File: config.mk
export PLATFORM = sky130hd
export DESIGN_NAME = nvm_wr_ctrl
export DESIGN_NICKNAME = d
export VERILOG_FILES = /design/src/rtl/nvm_pkg.sv /design/src/rtl/nvm_unlock.sv /design/src/rtl/nvm_hold_buf.sv /design/src/rtl/nvm_prog_timer.sv /design/src/rtl/nvm_wr_ctrl.sv
export SDC_FILE = /design/constraint.sdc
export NUM_CORES = 1
export LEC_CHECK = 0
export BUFFER_PORTS_ARGS = -buffer_cell sky130_fd_sc_hd__buf_2
export CAP_MARGIN = 25
export CORE_MARGIN = 2
export CORE_UTILIZATION = 59
export CTS_CLUSTER_DIAMETER = 60
export DETAILED_ROUTE_END_ITERATION = 12
export PLACE_DENSITY_LB_ADDON = 0.3
export SYNTH_ARGS = -nofsm -noshare
export SYNTH_HDL_FRONTEND = slang
export SYNTH_HIERARCHICAL = 1
export SYNTH_SLANG_ARGS = --single-unit
File: constraint.sdc
create_clock -name clk_i -period 9.24 [get_ports clk_i]
set_input_delay 1.848 -clock clk_i [delete_from_list [all_inputs] [get_ports clk_i]]
set_output_delay 1.848 -clock clk_i [all_outputs]
set_load 0.05 [all_outputs]
File: src/rtl/nvm_pkg.sv
package nvm_pkg;
  localparam int unsigned BUS_W = 8;

  localparam logic [2:0] A_CTRL  = 3'd0;
  localparam logic [2:0] A_KEY   = 3'd1;
  localparam logic [2:0] A_PTRL  = 3'd2;
  localparam logic [2:0] A_PTRH  = 3'd3;
  localparam logic [2:0] A_LATCH = 3'd4;
  localparam logic [2:0] A_FLAGS = 3'd5;

  localparam int unsigned CB_START = 1;
  localparam int unsigned CB_WEN   = 2;
  localparam int unsigned CB_WERR  = 3;
  localparam int unsigned CB_ERASE = 4;
  localparam int unsigned CB_CFG   = 6;
  localparam int unsigned CB_MSEL  = 7;

  localparam logic [BUS_W-1:0] KEY_FIRST  = 8'h55;
  localparam logic [BUS_W-1:0] KEY_SECOND = 8'hAA;

  typedef enum logic [1:0] {
    SP_DATA = 2'b00,
    SP_PROG = 2'b01,
    SP_CFG  = 2'b10
  } space_e;

  typedef enum logic [1:0] {
    UL_IDLE  = 2'd0,
    UL_HALF  = 2'd1,
    UL_ARMED = 2'd2
  } unlock_e;
endpackage

File: src/rtl/nvm_unlock.sv
module nvm_unlock
  import nvm_pkg::*;
#(
  parameter logic [BUS_W-1:0] FIRST  = KEY_FIRST,
  parameter logic [BUS_W-1:0] SECOND = KEY_SECOND
) (
  input  logic             clk_i,
  input  logic             rst_ni,
  input  logic             acc_i,
  input  logic             key_we_i,
  input  logic [BUS_W-1:0] wdata_i,
  output logic             armed_o
);
  unlock_e st_q, st_d;

  always_comb begin
    st_d = st_q;
    if (acc_i) begin
      if (key_we_i && wdata_i == FIRST)                        st_d = UL_HALF;
      else if (key_we_i && wdata_i == SECOND && st_q == UL_HALF) st_d = UL_ARMED;
      else                                                      st_d = UL_IDLE;
    end
  end

  always_ff @(posedge clk_i or negedge rst_ni) begin
    if (!rst_ni) st_q <= UL_IDLE;
    else         st_q <= st_d;
  end

  assign armed_o = (st_q == UL_ARMED);
endmodule

File: src/rtl/nvm_hold_buf.sv
module nvm_hold_buf #(
  parameter int unsigned DEPTH = 8,
  parameter int unsigned DW    = 8,
  localparam int unsigned IDX_W = (DEPTH > 1) ? $clog2(DEPTH) : 1
) (
  input  logic                clk_i,
  input  logic                rst_ni,
  input  logic                we_i,
  input  logic [IDX_W-1:0]    idx_i,
  input  logic [DW-1:0]       wdata_i,
  output logic [DW-1:0]       rdata_o,
  output logic [DEPTH*DW-1:0] flat_o
);
  logic [DW-1:0] ent_q [DEPTH];

  for (genvar g = 0; g < DEPTH; g++) begin : g_ent
    always_ff @(posedge clk_i or negedge rst_ni) begin
      if (!rst_ni)                                   ent_q[g] <= '0;
      else if (we_i && idx_i == IDX_W'(g))           ent_q[g] <= wdata_i;
    end
    assign flat_o[g*DW +: DW] = ent_q[g];
  end

  assign rdata_o = ent_q[idx_i];
endmodule

File: src/rtl/nvm_prog_timer.sv
module nvm_prog_timer #(
  parameter int unsigned CYCLES = 20,
  localparam int unsigned CNT_W = (CYCLES > 1) ? $clog2(CYCLES) : 1
) (
  input  logic clk_i,
  input  logic rst_ni,
  input  logic start_i,
  output logic busy_o,
  output logic done_o
);
  localparam logic [CNT_W-1:0] LAST = CNT_W'(CYCLES - 1);

  logic             busy_q;
  logic [CNT_W-1:0] cnt_q;

  always_ff @(posedge clk_i or negedge rst_ni) begin
    if (!rst_ni) begin
      busy_q <= 1'b0;
      cnt_q  <= '0;
    end else if (start_i && !busy_q) begin
      busy_q <= 1'b1;
      cnt_q  <= LAST;
    end else if (busy_q) begin
      if (cnt_q == '0) busy_q <= 1'b0;
      else             cnt_q  <= cnt_q - 1'b1;
    end
  end

  assign busy_o = busy_q;
  assign done_o = busy_q && (cnt_q == '0);
endmodule

File: src/rtl/nvm_wr_ctrl.sv
module nvm_wr_ctrl
  import nvm_pkg::*;
#(
  parameter int unsigned PROG_CYCLES = 20,
  parameter int unsigned HOLD_DEPTH  = 8,
  localparam int unsigned PTR_W = 2 * BUS_W,
  localparam int unsigned IDX_W = $clog2(HOLD_DEPTH),
  localparam int unsigned ROW_W = PTR_W - IDX_W
) (
  input  logic                        clk_i,
  input  logic                        por_ni,
  input  logic                        rst_ni,
  input  logic                        reg_we_i,
  input  logic                        reg_re_i,
  input  logic [2:0]                  reg_addr_i,
  input  logic [BUS_W-1:0]            reg_wdata_i,
  output logic [BUS_W-1:0]            reg_rdata_o,
  output logic                        mem_req_o,
  output logic                        mem_erase_o,
  output logic [1:0]                  mem_space_o,
  output logic [ROW_W-1:0]            mem_row_o,
  output logic [HOLD_DEPTH*BUS_W-1:0] mem_data_o,
  output logic                        irq_o
);
  logic rst_n_all;
  logic acc, wr_ctrl, wr_key, wr_ptrl, wr_ptrh, wr_latch, wr_flags;
  logic armed, busy, t_done, start_ok;
  logic wen_q, erase_q, cfg_q, msel_q, werr_q, done_q;
  logic [PTR_W-1:0] ptr_q;
  logic [BUS_W-1:0] hold_rd, ctrl_rd;
  space_e space;

  assign rst_n_all = rst_ni & por_ni;

  assign acc      = reg_we_i | reg_re_i;
  assign wr_ctrl  = reg_we_i && reg_addr_i == A_CTRL;
  assign wr_key   = reg_we_i && reg_addr_i == A_KEY;
  assign wr_ptrl  = reg_we_i && reg_addr_i == A_PTRL;
  assign wr_ptrh  = reg_we_i && reg_addr_i == A_PTRH;
  assign wr_latch = reg_we_i && reg_addr_i == A_LATCH;
  assign wr_flags = reg_we_i && reg_addr_i == A_FLAGS;

  nvm_unlock u_unlock (
    .clk_i    (clk_i),
    .rst_ni   (rst_n_all),
    .acc_i    (acc),
    .key_we_i (wr_key),
    .wdata_i  (reg_wdata_i),
    .armed_o  (armed)
  );

  // start needs unlock, write-enable in the same write, and an idle timer
  assign start_ok = wr_ctrl && reg_wdata_i[CB_START] && reg_wdata_i[CB_WEN] && armed && !busy;

  nvm_prog_timer #(.CYCLES(PROG_CYCLES)) u_timer (
    .clk_i   (clk_i),
    .rst_ni  (rst_n_all),
    .start_i (start_ok),
    .busy_o  (busy),
    .done_o  (t_done)
  );

  nvm_hold_buf #(.DEPTH(HOLD_DEPTH), .DW(BUS_W)) u_hold (
    .clk_i   (clk_i),
    .rst_ni  (rst_n_all),
    .we_i    (wr_latch && !busy),
    .idx_i   (ptr_q[IDX_W-1:0]),
    .wdata_i (reg_wdata_i),
    .rdata_o (hold_rd),
    .flat_o  (mem_data_o)
  );

  always_ff @(posedge clk_i or negedge rst_n_all) begin
    if (!rst_n_all) begin
      wen_q   <= 1'b0;
      erase_q <= 1'b0;
      cfg_q   <= 1'b0;
      msel_q  <= 1'b0;
    end else if (wr_ctrl) begin
      wen_q <= reg_wdata_i[CB_WEN];
      if (!busy) begin
        erase_q <= reg_wdata_i[CB_ERASE];
        cfg_q   <= reg_wdata_i[CB_CFG];
        msel_q  <= reg_wdata_i[CB_MSEL];
      end
    end
  end

  always_ff @(posedge clk_i or negedge rst_n_all) begin
    if (!rst_n_all) begin
      ptr_q <= '0;
    end else if (!busy) begin
      if (wr_ptrl) ptr_q[BUS_W-1:0]     <= reg_wdata_i;
      if (wr_ptrh) ptr_q[PTR_W-1:BUS_W] <= reg_wdata_i;
    end
  end

  always_ff @(posedge clk_i or negedge rst_n_all) begin
    if (!rst_n_all)                      done_q <= 1'b0;
    else if (t_done)                     done_q <= 1'b1;
    else if (wr_flags && !reg_wdata_i[0]) done_q <= 1'b0;
  end

  // write-error survives warm reset; only power-on clears it
  always_ff @(posedge clk_i or negedge por_ni) begin
    if (!por_ni)       werr_q <= 1'b0;
    else if (start_ok) werr_q <= 1'b1;
    else if (t_done)   werr_q <= 1'b0;
  end

  always_comb begin
    if (cfg_q)       space = SP_CFG;
    else if (msel_q) space = SP_PROG;
    else             space = SP_DATA;
  end

  always_comb begin
    ctrl_rd           = '0;
    ctrl_rd[CB_START] = busy;
    ctrl_rd[CB_WEN]   = wen_q;
    ctrl_rd[CB_WERR]  = werr_q;
    ctrl_rd[CB_ERASE] = erase_q;
    ctrl_rd[CB_CFG]   = cfg_q;
    ctrl_rd[CB_MSEL]  = msel_q;
  end

  always_comb begin
    unique case (reg_addr_i)
      A_CTRL:  reg_rdata_o = ctrl_rd;
      A_PTRL:  reg_rdata_o = ptr_q[BUS_W-1:0];
      A_PTRH:  reg_rdata_o = ptr_q[PTR_W-1:BUS_W];
      A_LATCH: reg_rdata_o = hold_rd;
      A_FLAGS: reg_rdata_o = {{(BUS_W-1){1'b0}}, done_q};
      default: reg_rdata_o = '0;
    endcase
  end

  assign mem_req_o   = busy;
  assign mem_erase_o = erase_q;
  assign mem_space_o = space;
  assign mem_row_o   = ptr_q[PTR_W-1:IDX_W];
  assign irq_o       = done_q;
endmodule

; Word-level counts from Yosys, hierarchy flattened
; Index checks and enable logic that the tools add are counted.
[word_totals]
reg_bits = 94
out_inout_bits = 90
[classes]
n_bitwise = 4
magnitude_cmp = 1
add_sub_neg = 1
eq_ne = 17
n_mux = 18
reduce_logical = 37
[op_table]
columns = op, count
row1 = $pmux 8 s5, 1
row2 = $logic_and 1x1->1, 25
row3 = $bmux 8 s3, 1
row4 = $eq 3x3->1 const B, 6
row5 = $mux 8, 2
row6 = $mux 5, 3
row7 = $eq 3x2->1 const B, 4
row8 = $eq 8x7->1 const B, 1
row9 = $eq 8x8->1 const B, 1
row10 = $mux 1, 8
row11 = $reduce_and 2->1, 4
row12 = $eq 3x1->1 const B, 2
row13 = $logic_not 3->1, 2
row14 = $mux 2, 3
row15 = $reduce_bool 2->1, 3
row16 = $logic_not 5->1, 1
row17 = $sub 5x1->5 const B, 1
row18 = $ge 4x4->1 const B, 1
row19 = $not 3->4, 1
row20 = $eq 2x1->1 const B, 1
row21 = $eq 2x2->1 const B, 1
row22 = $logic_not 1->1, 2
row23 = $ne 2x1->1 const B, 1
row24 = $and 1x1->1, 1
row25 = 2 further kinds, 2

; Logic depth before layout (Yosys ltp)
[depth]
depth_word = 9
depth_mapped = 8

; Cells and area by module
; The synthesis kept the hierarchy.
[modules_own_cells]
columns = mod, cells_per_inst, seq_area_each_um2, n_inst, area_each_um2
row1 = nvm_hold_buf, 213, 1601.5, 1, 3095.5
row2 = nvm_wr_ctrl, 108, 550.5, 1, 1313.8
row3 = nvm_prog_timer, 31, 150.1, 1, 324.1
row4 = nvm_unlock, 14, 50.0, 1, 147.6

; Worst setup path after synthesis
; OpenSTA, ideal clock, no wires.
[synth_timing]
path_type = input-to-output
startpoint = input port reg_addr_i[2]
endpoint = output port reg_rdata_o[5]
t_required_ps = 7392
setup_slack_ps = 3952
arrival_time_ps = 3440
cell_stages = 3
path_cell_list = buf_1 > nand2b_1 > o21ai_0
[synth_between]
elab_chain_cells = 2
elab_cells_between_ends = 6
[synth_rtl]
columns = item, line
row1 = start: declaration, nvm_wr_ctrl.sv:15  ; input logic [2:0] reg_addr_i,
row2 = $eq 3x3->1 (tied with other cells), nvm_wr_ctrl.sv:128  ; unique case (reg_addr_i)
row3 = $pmux 8 s5 *, nvm_wr_ctrl.sv:128
row4 = end: declaration, nvm_wr_ctrl.sv:17  ; output logic [BUS_W-1:0] reg_rdata_o,
; Every way passes the cells marked *; elsewhere a longest branch is shown, timed or not.

; Worst setup path in the final report
[layout_timing]
startpoint = register ptr_q[0]
endpoint = output port reg_rdata_o[1]
[layout_between]
elab_chain_cells = 5
[layout_rtl]
columns = item, line
row1 = start: declaration, nvm_wr_ctrl.sv:29  ; logic [PTR_W-1:0] ptr_q;
row2 = start signal: indexed assignment, nvm_wr_ctrl.sv:93  ; if (wr_ptrl) ptr_q[BUS_W-1:0] <= reg_wdata_i;
row3 = start signal: indexed assignment, nvm_wr_ctrl.sv:94  ; if (wr_ptrh) ptr_q[PTR_W-1:BUS_W] <= reg_wdata_i;
row4 = $not 3->4 (not written as such), nvm_hold_buf.sv:24  ; assign rdata_o = ent_q[idx_i];
row5 = $bmux 8 s3, nvm_hold_buf.sv:24
row6 = $mux 8 (not written as such) (2 in a row), nvm_hold_buf.sv:24
row7 = via hold_rd[1], nvm_wr_ctrl.sv:30  ; logic [BUS_W-1:0] hold_rd, ctrl_rd;
row8 = $pmux 8 s5, nvm_wr_ctrl.sv:128
; The timed path passes the listed nets, and every way through them passes these cells. The select of a mux whose other input is x is not followed.

==> impl_results.md <==
* Status: finished, final reports clean
* Post-CTS Resized at 0
* Post-synth EDFFs at 0
* GRT overflow at 0
* CTS root buf: clkbuf_8
* Setup bufs post-CTS at 0
* Number of H-tree levels at 3
* Reg-to-reg slack, setup at 6900 ps
* Leak at 0.00284 uW
* Area after DPL at about 5300 um^2
* Drt drc at 0
* First-pass GRT wire length at 17,800 um
* Count of pins over their slew limit at 0
* Port Buffers at approximately 110
* Synth unique cells at 60
* GR Util All Layers at 0.261
* Cells after DPL at 548
* Clock Sinks at 94
* Area of the multi-input gates at 2280 um^2
* Die Width at 95.0 um
* Share of cells above drive strength 1 at 0.525
* Fin util at 0.684
* Worst hold-check path type: reg -> reg
* Post-route cell area at 5560 um^2
* Data arrival time at the worst-slack endpoint at 3060 ps
* Highest net fanout along the worst path at 22
* Routed via count at 3,402
* Layout area overhead at 13.9%
* Rows at 33
* Final nets at 471
* Hold Fails Final Rpt at 0
* Storage element area at 2350 um^2
* Main synth FF type: dfrtp_1
* WP data required at 7390 ps
* CTS tree: yes
* Drt first pass iters at 4
* Critical path endpoint category: output port
* Max-Cap Viols at 0
* Worst-path clk slew at 80 ps
* Setup TNS at 0 ps
* Largest net degree at the start of global routing at 69
* Slowest cell on crit path: dfrtp_1
* Area leader, netlist: dfrtp_1
* Async S/R FF share, synth at 1.00
* Antenna Cells at 0
* Startpoint types: register
* CTS Hold Buffers Added at 0
* Synth top area cells: dfrtp_1 48%, mux2_2 20%, mux2i_1 3.5%
* DRT iter0 DRCs at between 150 and 200
* Final worst-path cycle share at 0.531
* Post-Route WL at 11,200 um
* Non-Filler Instances at 564
* Pwr Density at a little under 300 nW/um^2
* FMAX at 204 MHz
* Final setup fails at 0
* DR vias/cell at 6.03
* Max Clock Skew at around 13 ps
* Crit-path cells: or2_1 -> o22ai_1 -> a211oi_1 -> nand2_1 -> o22a_1 -> o21ai_0 -> buf_2
* Power Total at 1660 uW
* Number of nets with antenna violations after routing at 0
* CTS Buf Count at 9
* Worst rel slew slack at 0.431
* Yosys reg bits at 94
* Vias in the first global route at 3,367
* Gate Count Post-Synth at approximately 370
* RSZ-0062 raised after global routing: false
* Initial antenna violation count at 0
* Die area at 9020 um^2
* Io pins at 106
* Register area share after synthesis at 0.482
* Synth warn at 6
* Fin crit period at roughly 4900 ps
* Placer Congestion at just under 0.9
* Die Y at 95.0 um
* Yosys top cell area share at 0.482
* Post-detail-place hpwl at 7950 um
* Syn_nets at 383
* Max incr delay on CP at about 830 ps
* Max Root-Sink Buffers at 2
* Slew @ Worst Pin at 853 ps
* Critical setup path kind: reg -> out
* Peak VDD IR at 0.000156 V
* CORE AREA at 8130 um^2
* Clock latency at the later pin of the worst-skew pair at 370 ps
* Avg Inst Size Synth at 13.3 um^2
* Initial Util at 0.600
* Avg WL per Cell at 19.9 um
* Filler cells at around 620
* Post-Syn Area at 4880 um^2
[through the flow]
stage,hold slack [ps],setup WS (ps)
2_1_floorplan,480,3950
3_3_place_gp,489,4430
3_5_place_dp,492,4410
4_1_cts,521,4360
5_1_grt,553,4190
6_report,525,4330
[worst paths after layout]
check	from	to	cells past startpoint
setup / recovery	ptr_q[0]	reg_rdata_o[1]	7
hold / removal	u_hold/flat_o[7]	u_hold/flat_o[7]	1
setup reg to reg	ptr_q[1]	u_hold/flat_o[42]	4
hold reg to reg	u_hold/flat_o[7]	u_hold/flat_o[7]	1
max in group asynchronous	por_ni	u_hold/flat_o[36]	3
min in group asynchronous	por_ni	werr_q	1
[per-layer routing]
metal  global-route usage  wire length [um]  up-vias
li1                     -                 -     1519
met1                0.370              5030     1745
met2                0.407              5340      118
met3               0.0407               624       20
met4                0.101               210        0
met5                    0                 0        -
[critical path, delay by kind of cell (launching register included)]
kind            cells  cell delay (ps)
simple gates        2              690
buf+inv             1              300
compound gates      4              880
flops               1              830
[state kept, by name (all words and copies together) (netlist names), 2 cells and up]
signal         flops
ptr_q             16
u_hold/flat_o     64
u_unlock/st_q      2
u_timer/cnt_q      5
[cells in the mapped netlist, drive strengths merged (6+ instances only)]
| master | instances |
|---|---|
| o21ai | 8 |
| nor2b | 6 |
| buf | 30 |
| nand2b | 7 |
| o22ai | 13 |
| dfrtp | 94 |
| nand3 | 6 |
| nor2 | 13 |
| nand2 | 7 |
| inv | 6 |
| mux2i | 17 |
| a211oi | 7 |
| mux2 | 97 |
[placed cells by master, fill, tap and decap left out, types with 5 or more instances in the layout]
cell type  synthesis  final
clkbuf_8           0     12
o21ai_0            5      5
o22ai_1           13     13
mux2i_1           17     17
nand2_1            7      7
mux2_2            85     85
mux2_4            11     11
inv_1              6      6
nor2b_1            6      6
nor2_1             9      9
a211oi_1           7      7
dfrtp_1           94     94
buf_2              3    105
nand2b_1           5      5
[area by class of cell]
class,instances,area share
sequential,94,0.423
inverter,6,0.00405
clock buffer,13,0.0304
multi-input combinational,236,0.410
clock inverter,3,0.0117
timing repair buffer,107,0.0972
tap,105,0.0236
[power by group]
group	internal (uW)	leakage (uW)	switching (uW)	total [uW]
Clock	174	0.000120	141	316
Combinational	227	0.00149	513	740
Sequential	509	0.00123	90.9	600
Total	911	0.00284	745	1660
[logic make-up after synthesis]
| group | synth area share |
|---|---|
| compound gates | 0.0700 |
| fa+ha+maj | 0.00256 |
| buf+inv | 0.0515 |
| flops | 0.482 |
| mux | 0.276 |
| simple gates | 0.118 |
Power figures use the tool's default switching activity.
